--- src/rtl/tdg_pkg.sv ---
package tdg_pkg;
    localparam int CNT_W     = 16;
    localparam int N_SRC     = 7;
    localparam int SEL_W     = 3;
    localparam int PRE_W     = 3;
    localparam int PRE_CNT_W = (1 << PRE_W) - 1;
    localparam int ADDR_W    = 2;
    localparam int DATA_W    = 16;
    localparam int N_CH      = 2;

    localparam logic [ADDR_W-1:0] A_CTRL = 2'd0;
    localparam logic [ADDR_W-1:0] A_DLY0 = 2'd1;
    localparam logic [ADDR_W-1:0] A_DLY1 = 2'd2;
    localparam logic [ADDR_W-1:0] A_TERM = 2'd3;
    localparam int B_LOAD = 9;
    localparam int B_CLR  = 10;

    typedef enum logic [1:0] {
        MODE_ONESHOT = 2'b00,
        MODE_REPEAT  = 2'b01,
        MODE_PASS    = 2'b10,
        MODE_SPARE   = 2'b11
    } mode_e;

    typedef struct packed {
        logic               or_en;
        mode_e              mode;
        logic [PRE_W-1:0]   pre_code;
        logic [SEL_W-1:0]   src_sel;
    } ctrl_t;

    localparam int CTRL_W = $bits(ctrl_t);

    typedef struct packed {
        logic [CNT_W-1:0] dly1;
        logic [CNT_W-1:0] dly0;
        logic [CNT_W-1:0] term;
    } timing_t;

    function automatic logic [PRE_CNT_W-1:0] pre_limit(input logic [PRE_W-1:0] code);
        logic [PRE_CNT_W:0] span;
        span = (PRE_CNT_W + 1)'(1) << code;
        return PRE_CNT_W'(span - 1'b1);
    endfunction
endpackage

--- src/rtl/tdg_regs.sv ---
module tdg_regs
    import tdg_pkg::*;
(
    input  logic                clk,
    input  logic                rst,
    input  logic                wr_en,
    input  logic [ADDR_W-1:0]   wr_addr,
    input  logic [DATA_W-1:0]   wr_data,
    input  logic                busy,
    output ctrl_t               ctrl,
    output timing_t             act,
    output logic                ctrl_wr,
    output logic                irq_clr
);
    timing_t hold;

    assign ctrl_wr = wr_en && (wr_addr == A_CTRL);
    assign irq_clr = ctrl_wr && wr_data[B_CLR];

    always_ff @(posedge clk) begin
        if (rst) begin
            ctrl <= '0;
            hold <= '0;
            act  <= '0;
        end else if (wr_en) begin
            case (wr_addr)
                A_CTRL: begin
                    ctrl <= ctrl_t'(wr_data[CTRL_W-1:0]);
                    if (wr_data[B_LOAD] && !busy)
                        act <= hold;
                end
                A_DLY0:  hold.dly0 <= wr_data[CNT_W-1:0];
                A_DLY1:  hold.dly1 <= wr_data[CNT_W-1:0];
                default: hold.term <= wr_data[CNT_W-1:0];
            endcase
        end
    end

    // the working set never moves during a running sequence
    a_r12_active_frozen: assert property (@(posedge clk) disable iff (rst)
        busy |=> $stable(act));
endmodule

--- src/rtl/tdg_trig.sv ---
module tdg_trig
    import tdg_pkg::*;
(
    input  logic                clk,
    input  logic                rst,
    input  logic [N_SRC-1:0]    trig_in,
    input  logic [SEL_W-1:0]    src_sel,
    output logic                rise
);
    localparam int SPAN = 1 << SEL_W;

    logic [SPAN-1:0] padded;
    logic            cur;
    logic            prev;

    assign padded = SPAN'(trig_in);
    assign cur    = padded[src_sel];
    assign rise   = cur && !prev;

    always_ff @(posedge clk) begin
        if (rst) prev <= 1'b0;
        else     prev <= cur;
    end

    // an edge is a single-cycle event
    a_r1_rise_single: assert property (@(posedge clk) disable iff (rst)
        rise |=> !rise);
endmodule

--- src/rtl/tdg_count.sv ---
module tdg_count
    import tdg_pkg::*;
(
    input  logic                clk,
    input  logic                rst,
    input  logic                rise,
    input  ctrl_t               ctrl,
    input  timing_t             act,
    input  logic                ctrl_wr,
    input  logic                irq_clr,
    output logic                running,
    output logic [CNT_W-1:0]    cnt,
    output logic                irq
);
    logic [PRE_CNT_W-1:0] pre_cnt;
    logic                 armed;
    logic                 start;
    logic                 done;
    logic                 tick;

    assign start = rise && !running && armed && (ctrl.mode != MODE_PASS);
    assign done  = running && (cnt == act.term);
    assign tick  = pre_cnt >= pre_limit(ctrl.pre_code);

    always_ff @(posedge clk) begin
        if (rst) begin
            running <= 1'b0;
            cnt     <= '0;
            pre_cnt <= '0;
        end else if (start) begin
            running <= 1'b1;
            cnt     <= '0;
            pre_cnt <= '0;
        end else if (done) begin
            running <= 1'b0;
        end else if (running) begin
            if (tick) begin
                pre_cnt <= '0;
                cnt     <= cnt + 1'b1;
            end else begin
                pre_cnt <= pre_cnt + 1'b1;
            end
        end
    end

    always_ff @(posedge clk) begin
        if (rst) begin
            armed <= 1'b0;
        end else if (ctrl_wr) begin
            armed <= 1'b1;
        end else if (done && (ctrl.mode != MODE_REPEAT)) begin
            armed <= 1'b0;
        end
    end

    always_ff @(posedge clk) begin
        if (rst)          irq <= 1'b0;
        else if (done)    irq <= 1'b1;
        else if (irq_clr) irq <= 1'b0;
    end

    // flag holds until cleared
    a_r7_irq_sticky: assert property (@(posedge clk) disable iff (rst)
        (irq && !irq_clr) |=> irq);
    // count never passes the terminal value
    a_r7_cnt_bounded: assert property (@(posedge clk) disable iff (rst)
        running |-> (cnt <= act.term));
    // count advances by at most one per clock
    a_r2_count_step: assert property (@(posedge clk) disable iff (rst)
        (running && !done) |=> (cnt == $past(cnt) || cnt == $past(cnt) + 1'b1));
    // an unfinished sequence keeps running whatever the trigger does
    a_r10_run_holds: assert property (@(posedge clk) disable iff (rst)
        (running && !done) |=> running);
endmodule

--- src/rtl/tdg_out.sv ---
module tdg_out
    import tdg_pkg::*;
(
    input  logic                        clk,
    input  logic                        rst,
    input  logic                        rise,
    input  logic                        pass,
    input  logic                        or_en,
    input  logic                        running,
    input  logic [CNT_W-1:0]            cnt,
    input  logic [N_CH-1:0][CNT_W-1:0]  dly,
    output logic [N_CH-1:0]             pulse,
    output logic                        window,
    output logic                        trig_or
);
    for (genvar ch = 0; ch < N_CH; ch++) begin : g_ch
        logic fired;
        logic hit;

        assign hit = running && (cnt == dly[ch]) && !fired;

        always_ff @(posedge clk) begin
            if (rst) begin
                fired     <= 1'b0;
                pulse[ch] <= 1'b0;
            end else begin
                fired     <= running && (fired || hit);
                pulse[ch] <= pass ? rise : hit;
            end
        end

        // every delayed pulse lasts one clock
        a_r4_pulse_one_clk: assert property (@(posedge clk) disable iff (rst)
            pulse[ch] |=> !pulse[ch]);
    end

    always_ff @(posedge clk) begin
        if (rst) window <= 1'b0;
        else     window <= !pass && running && (cnt >= dly[0]) && (cnt < dly[1]);
    end

    assign trig_or = or_en && (|pulse);

    // window only follows a running count
    a_r6_window_needs_run: assert property (@(posedge clk) disable iff (rst)
        (!running && !window) |=> !window);
endmodule

--- src/rtl/trig_delay_gen.sv ---
module trig_delay_gen
    import tdg_pkg::*;
(
    input  logic                clk,
    input  logic                rst,
    input  logic [N_SRC-1:0]    trig_in,
    input  logic                wr_en,
    input  logic [ADDR_W-1:0]   wr_addr,
    input  logic [DATA_W-1:0]   wr_data,
    output logic                dly0_pulse,
    output logic                dly1_pulse,
    output logic                trig_or,
    output logic                window,
    output logic                irq
);
    ctrl_t                      ctrl;
    timing_t                    act;
    logic                       ctrl_wr;
    logic                       irq_clr;
    logic                       rise;
    logic                       running;
    logic [CNT_W-1:0]           cnt;
    logic [N_CH-1:0]            pulse;
    logic [N_CH-1:0][CNT_W-1:0] dly;

    assign dly        = {act.dly1, act.dly0};
    assign dly0_pulse = pulse[0];
    assign dly1_pulse = pulse[1];

    tdg_regs u_regs (
        .clk(clk), .rst(rst), .wr_en(wr_en), .wr_addr(wr_addr), .wr_data(wr_data),
        .busy(running), .ctrl(ctrl), .act(act), .ctrl_wr(ctrl_wr), .irq_clr(irq_clr)
    );

    tdg_trig u_trig (
        .clk(clk), .rst(rst), .trig_in(trig_in), .src_sel(ctrl.src_sel), .rise(rise)
    );

    tdg_count u_count (
        .clk(clk), .rst(rst), .rise(rise), .ctrl(ctrl), .act(act),
        .ctrl_wr(ctrl_wr), .irq_clr(irq_clr), .running(running), .cnt(cnt), .irq(irq)
    );

    tdg_out u_out (
        .clk(clk), .rst(rst), .rise(rise), .pass(ctrl.mode == MODE_PASS),
        .or_en(ctrl.or_en), .running(running), .cnt(cnt), .dly(dly),
        .pulse(pulse), .window(window), .trig_or(trig_or)
    );
endmodule

--- config.mk ---
export PLATFORM = sky130hd
export DESIGN_NAME = trig_delay_gen
export DESIGN_NICKNAME = d
export VERILOG_FILES = /design/src/rtl/tdg_pkg.sv /design/src/rtl/tdg_regs.sv /design/src/rtl/tdg_trig.sv /design/src/rtl/tdg_count.sv /design/src/rtl/tdg_out.sv /design/src/rtl/trig_delay_gen.sv
export SDC_FILE = /design/constraint.sdc
export NUM_CORES = 1
export LEC_CHECK = 0
export BUFFER_PORTS_ARGS = -buffer_cell sky130_fd_sc_hd__buf_2
export CELL_PAD_IN_SITES_DETAIL_PLACEMENT = 2
export CELL_PAD_IN_SITES_GLOBAL_PLACEMENT = 2
export CORE_ASPECT_RATIO = 0.8
export CORE_UTILIZATION = 33
export CTS_CLUSTER_DIAMETER = 120
export DETAILED_ROUTE_END_ITERATION = 10
export GPL_ROUTABILITY_DRIVEN = 0
export GPL_TIMING_DRIVEN = 0
export PLACE_DENSITY_LB_ADDON = 0.1
export SLEW_MARGIN = 10
export SYNTH_ARGS = -nofsm -noshare
export SYNTH_HDL_FRONTEND = slang
export SYNTH_SLANG_ARGS = --single-unit
--- constraint.sdc ---
create_clock -name clk -period 2.9 [get_ports clk]
set_input_delay 0.58 -clock clk [delete_from_list [all_inputs] [get_ports clk]]
set_output_delay 0.58 -clock clk [all_outputs]
set_load 0.005 [all_outputs]
======== Word level (Yosys, flattened, before mapping) ========
Cells that the tools add are included.
word-level totals
  register bits ........................... 137
  input port bits ......................... 28
  output and inout bits ................... 5
  logic and storage cells ................. 90
cells by class
  add/sub/neg operators ................... 3
  $lt $le $gt $ge ......................... 4
  eq/ne operators ......................... 8
  shift operators ......................... 1
  muxes and demuxes ....................... 11
  bitwise logic cells ..................... 2
  reduce and logical (&&, ||, !) cells .... 40
operators by type and width
  operator                                                    count
  equality test 16 bit                                        3
  logical AND 1 bit                                           19
  adder 16 x 1 -> 16 bit, second input constant               1
  greater-or-equal comparator 16 bit                          1
  less-than comparator 16 bit                                 1
  AND reduction 2 bit                                         5
  2-to-1 mux 1 bit                                            9
  adder 7 x 1 -> 7 bit, second input constant                 1
  greater-or-equal comparator 7 bit                           1
  2-to-1 mux 7 bit                                            1
  left shift 1 x 3 -> 7 bit, first input constant             1
  subtractor 7 x 1 -> 7 bit, second input constant            1
  AND reduction 3 bit                                         2
  nonzero test 2 bit                                          3
  zero test 1 bit                                             5
  equality test 2 bit, second input constant                  2
  less-than comparator 3 x 4 -> 1 bit, second input constant  1
  OR reduction 2 bit                                          2
  binary-select mux 1 bit (select 3 bit)                      1
  OR reduction 3 bit                                          1
  equality test 2 x 1 -> 1 bit, second input constant         1
  zero test 2 bit                                             1
  logical OR 1 bit                                            2
  != test 2 x 1 -> 1 bit, second input constant               1
  2 further kinds                                             3

======== Depth between registers and ports, before layout ========
  word-level depth ........................ 7
  mapped depth ............................ 15
  gate-level depth less buffers ........... 13

======== Hierarchy ========
A second synthesis with hierarchy kept.
unflattened totals
  cell total of the unflattened synthesis .. 806
  area total of the unflattened synthesis .. 6,984.2 um^2
modules (own cells, without submodules)
  module          times used  cells each  area each (um^2)  seq. area each (um^2)
  tdg_regs        1           453         4,136.5           2,102.0
  tdg_count       1           210         1,773.0           520.5
  tdg_out         1           131         964.7             100.1
  tdg_trig        1           11          96.3              20.0
  trig_delay_gen  1           1           13.8              0.0

======== Worst setup path after synthesis ========
OpenSTA, ideal clock, no wires.
  path type ............................... flip-flop to flip-flop
  start ................................... reg, netlist name u_regs.ctrl[3]
  end ..................................... reg u_count.cnt[1]
  library setup time ...................... 0.117 ns
  data arrival time ....................... 2.858 ns
  required time ........................... 2.783 ns
  path slack .............................. -0.075 ns
  cell stages (with the launch flop) ...... 16
  path buffers ............................ 3
  period minus slack after synthesis ...... 2.975 ns
  cell sequence ........................... dfxtp_1 clkbuf_1 or3_1 ha_1 clkbuf_1 xor2_1 nor2_1 a21oi_1 ha_1 nand4_1 and3_1 o21ai_0 clkbuf_1 and2_1 mux2i_1 nor2_1
on the way
  word-level cells in the longest chain between the ends .. 4
ends and longest elaborated chain
  what                                  RTL line         text
  left shift 1 x 3 -> 7 bit             tdg_pkg.sv:42    span = (PRE_CNT_W + 1)'(1) << code;
  subtractor 7 x 1 -> 7 bit             tdg_pkg.sv:43    return PRE_CNT_W'(span - 1'b1);
  greater-or-equal comparator 7 bit     tdg_count.sv:23  assign tick = pre_cnt >= pre_limit(ctrl.pre_code);
  AND reduction 3 bit (no source line)  --
  end signal: assignment                tdg_count.sv:39  cnt <= cnt + 1'b1;
  end: declaration                      tdg_count.sv:12  output logic [CNT_W-1:0] cnt,
Every way passes these cells.
A chain may end at the register's enable or synchronous reset.

======== Worst setup path after layout ========
  start ................................... reg, netlist name u_regs.ctrl[4]
  end ..................................... reg u_count.pre_cnt[2]
on the way
  word-level cells in the longest chain between the ends .. 4
ends and longest elaborated chain
  what                               RTL line         text
  left shift 1 x 3 -> 7 bit          tdg_pkg.sv:42
  subtractor 7 x 1 -> 7 bit          tdg_pkg.sv:43
  greater-or-equal comparator 7 bit  tdg_count.sv:23
  2-to-1 mux 7 bit                   tdg_count.sv:37  if (tick) begin
  end signal: assignment             tdg_count.sv:41  pre_cnt <= pre_cnt + 1'b1;
  end: declaration                   tdg_count.sv:15  logic [PRE_CNT_W-1:0] pre_cnt;
Every way passes these cells.

==> impl_metrics.env <==
export IMPL_status="finished clean"
export IMPL_power_frac_clock=0.495
export IMPL_antenna_found_initial=0
export IMPL_drv_cap=0
export IMPL_drc_errors=0
export IMPL_rsz0062_at_grt="true"
export IMPL_cts_inserted_buffers=17
export IMPL_start_kind="flop"
export IMPL_internal_power_w=0.00343
export IMPL_synth_cells=818
export IMPL_slew_violations=0
export IMPL_max_freq_ghz=0.352
export IMPL_pre_cts_slack_ns=-0.665
export IMPL_power_density_nw_per_um2=594
export IMPL_min_period_over_period=0.979
export IMPL_die_h_um=127
export IMPL_clk_latency_ns=0.42
export IMPL_layout_drive_gt1_share=0.119
export IMPL_drt_pass1_iter_count=4
export IMPL_postRouteAntennaNets=0
export IMPL_pwr_share_comb=0.080
export IMPL_routedWlPerCell_um=20.5
export IMPL_clockBufferDepth=2
export IMPL_area_growth_pct=20.1
export IMPL_grt_max_degree=17
export IMPL_fin_skew_ns=0.00625
export IMPL_vias=5819
export IMPL_htree_levels=4
export IMPL_setup_slack_ns=0.0610
export IMPL_synthesis_nets=888
export IMPL_io_pins=33
export IMPL_sequentialPowerShare=0.425
export IMPL_netlist_area_leader_share=0.428
export IMPL_cts_sinks=137
export IMPL_synth_top_flop_cell="dfxtp_1"
export IMPL_hold_viol=0
export IMPL_worstSetupEndpointType="flop"
export IMPL_num_rows=45
export IMPL_worst_slew_pin_slew_ns=0.809
export IMPL_fin_crit_ns=2.84
export IMPL_fin_cells=1149
export IMPL_cts_root_buf="clkbuf_16"
export IMPL_switching_share=0.249
export IMPL_crit_arrival_ns=3.19
export IMPL_cp_top_family="simple AND/OR/NAND/NOR gates"
export IMPL_synth_edf_count=0
export IMPL_place_inst=1107
export IMPL_diodes=0
export IMPL_cts_tree="yes"
export IMPL_critPathBufInv=3
export IMPL_ys_seq_elements=137
export IMPL_crit_path_top_delay_cell="or3_4"
export IMPL_maxSlewHeadroom=0.457
export IMPL_critPathMostFrequentCell="buf_4"
export IMPL_postCtsHoldBufs=0
export IMPL_ys_types=47
export IMPL_synth_area_um2=6400
export IMPL_grt_pass1_wl_um=36600
export IMPL_grt_ovfl_total=0
export IMPL_port_buffers=31
export IMPL_cp_slowest_stage_delay_ns=0.41
export IMPL_setup_violations=0
export IMPL_seq_area_frac_synth=0.428
export IMPL_core_area_um2=19000
export IMPL_async_reset_ff_frac=0
export IMPL_dp_hpwl_um=17900
export IMPL_synth_largest_area_cell="dfxtp_1"
export IMPL_die_width_um=158
export IMPL_num_fill_cells=2168
export IMPL_ir_worst_vdd_v=0.000257
export IMPL_fin_util=0.405
export IMPL_initial_core_util=0.337
export IMPL_switchingPower_w=0.00114
export IMPL_yosys_top_cells_area="dfxtp_1, nand2_1, a21oi_1"
export IMPL_hold_slack_ns=0.449
export IMPL_wirelength_um=23600
export IMPL_yosysWarnings=0
export IMPL_p_leak_nw=2.79
export IMPL_drtIter0Drc=203
export IMPL_synth_avg_cell_area_um2=7.83
export IMPL_cts_reportedPaths_clkPinSlew_ns=0.06
export IMPL_nNetsFinal=948
export IMPL_crit_type="flop to flop"
export IMPL_vias_per_cell=5.06
export IMPL_worstPathCellList="or3_4, ha_4, buf_4, o211a_1, a21oi_2, ha_1, nand4_1, and3_1, o21ai_4, buf_4, buf_4, o21ai_2, nand2_1, a21oi_1"
export IMPL_hold_class="primary input to flop"
export IMPL_grt_pass1_vias=6358
export IMPL_die_area_um2=20000
export IMPL_track_usage=0.248
export IMPL_worstPathRequired_ns=3.26
export IMPL_path_max_fanout=6
export IMPL_p_total_w=0.00457
-- per-layer routing --
metal | vias to the layer above | track usage | part of all wire
li1 | 2851 | - | -
met1 | 2878 | 0.349 | 0.50
met2 | 70 | 0.393 | 0.45
met3 | 20 | 0.0372 | 0.034
met4 | 0 | 0.0697 | 0.015
met5 | - | 0 | 0
-- cell usage after synthesis, drive strengths merged (2+ instances only) --
| master | n |
|---|---|
| and2 | 2 |
| nand4 | 25 |
| o211a | 2 |
| dfxtp | 137 |
| or3 | 4 |
| nand2b | 2 |
| nor2b | 5 |
| nor3b | 2 |
| nand3 | 11 |
| and3 | 7 |
| ha | 42 |
| xor2 | 15 |
| nand2 | 233 |
| nand3b | 5 |
| o211ai | 2 |
| or2 | 4 |
| nor3 | 9 |
| a21oi | 129 |
| a21o | 8 |
| xnor2 | 18 |
| clkbuf | 38 |
| and4 | 2 |
| mux2i | 2 |
| o21a | 3 |
| inv | 38 |
| nor2 | 43 |
| o21ai | 9 |
| buf | 8 |
-- sequential cells by signal (all words and copies together) (netlist names) --
register	count
u_out.window	1
u_count.cnt	16
u_out.pulse	2
u_out.g_ch.fired	2
u_regs.ctrl	9
u_count.pre_cnt	7
u_regs.act	48
u_regs.hold	48
u_count.irq	1
u_trig.prev	1
u_count.armed	1
u_count.running	1
-- layout by cell type (no fill, tap or decap), types with 14 or more instances in the layout --
master	count
xnor2_1	18
clkbuf_1	36
nand2_1	233
a21oi_1	127
inv_1	38
dfxtp_1	135
ha_1	40
nand4_1	24
buf_2	36
xor2_1	14
nor2_1	42
clkbuf_16	17
-- final timing paths --
check,from,end,slack [ns],depth (start not counted)
hold / removal,wr_data[15],u_regs.hold[31]$_SDFFE_PP0P_,0.45,3
setup / recovery,u_regs.ctrl[4]$_SDFFE_PP0P_,u_count.pre_cnt[2]$_SDFFE_PP0P_,0.06,14
setup reg to reg,u_regs.ctrl[4]$_SDFFE_PP0P_,u_count.pre_cnt[2]$_SDFFE_PP0P_,0.06,14
hold reg to reg,u_regs.act[25]$_SDFFE_PP0P_,u_regs.act[25]$_SDFFE_PP0P_,0.46,2
-- final cells by class --
| type | instances | area (µm²) | area share |
|---|---|---|---|
| Inverter | 38 | 143 | 0.0186 |
| Tap cell | 258 | 323 | 0.0420 |
| Multi-Input combinational cell | 597 | 3400 | 0.443 |
| Clock inverter | 13 | 169 | 0.0220 |
| Buffer | 44 | 209 | 0.0272 |
| Timing Repair Buffer | 43 | 249 | 0.0324 |
| Clock buffer | 19 | 443 | 0.0576 |
| Sequential cell | 137 | 2750 | 0.358 |
-- power by group through the flow --
stage | clock network, W | logic [W] | registers (W)
2_1_floorplan | 0 | 0.000156 | 0.00197
3_3_place_gp | 0 | 0.000258 | 0.00198
3_5_place_dp | 0 | 0.000274 | 0.00198
4_1_cts | 0.00230 | 0.000340 | 0.00194
5_1_grt | 0.00238 | 0.000397 | 0.00194
6_report | 0.00226 | 0.000366 | 0.00194
-- metrics by stage --
stage | setup TNS, ns | area (µm²)
global route | -0.336 | 7690
finish | 0 | 7690
CTS | 0 | 7600
global placement | -8.43 | 6880
floorplan | 0 | 6400
detailed placement | -12.83 | 6880
-- cells by family (layout without fill, tap and decap cells) --
kind of cell	after synthesis	after routing	synth area share
AND/OR/NAND/NOR	357	357	0.242
AO/OA/AOI/OAI	162	162	0.142
flip-flops	137	137	0.428
buffers and inverters	84	157	0.0534
adder cells (fa/ha/maj)	42	42	0.0821
XOR/XNOR	33	33	0.0451
multiplexers	3	3	0.00664
-- tightest hold or removal path, delay by kind of cell --
kind | cells | cell delay, ns
buffers and inverters | 1 | 0.13
AND/OR/NAND/NOR | 1 | 0.06
AO/OA/AOI/OAI | 1 | 0.05
-- what timing repair did --
action                                  CTS  global route
gates cloned                              1             1
buffers inserted                          7             3
resized for setup                        14            15
endpoints found under the setup margin   22            23
pin swaps                                 3            10
(Power assumes the default switching activity.)
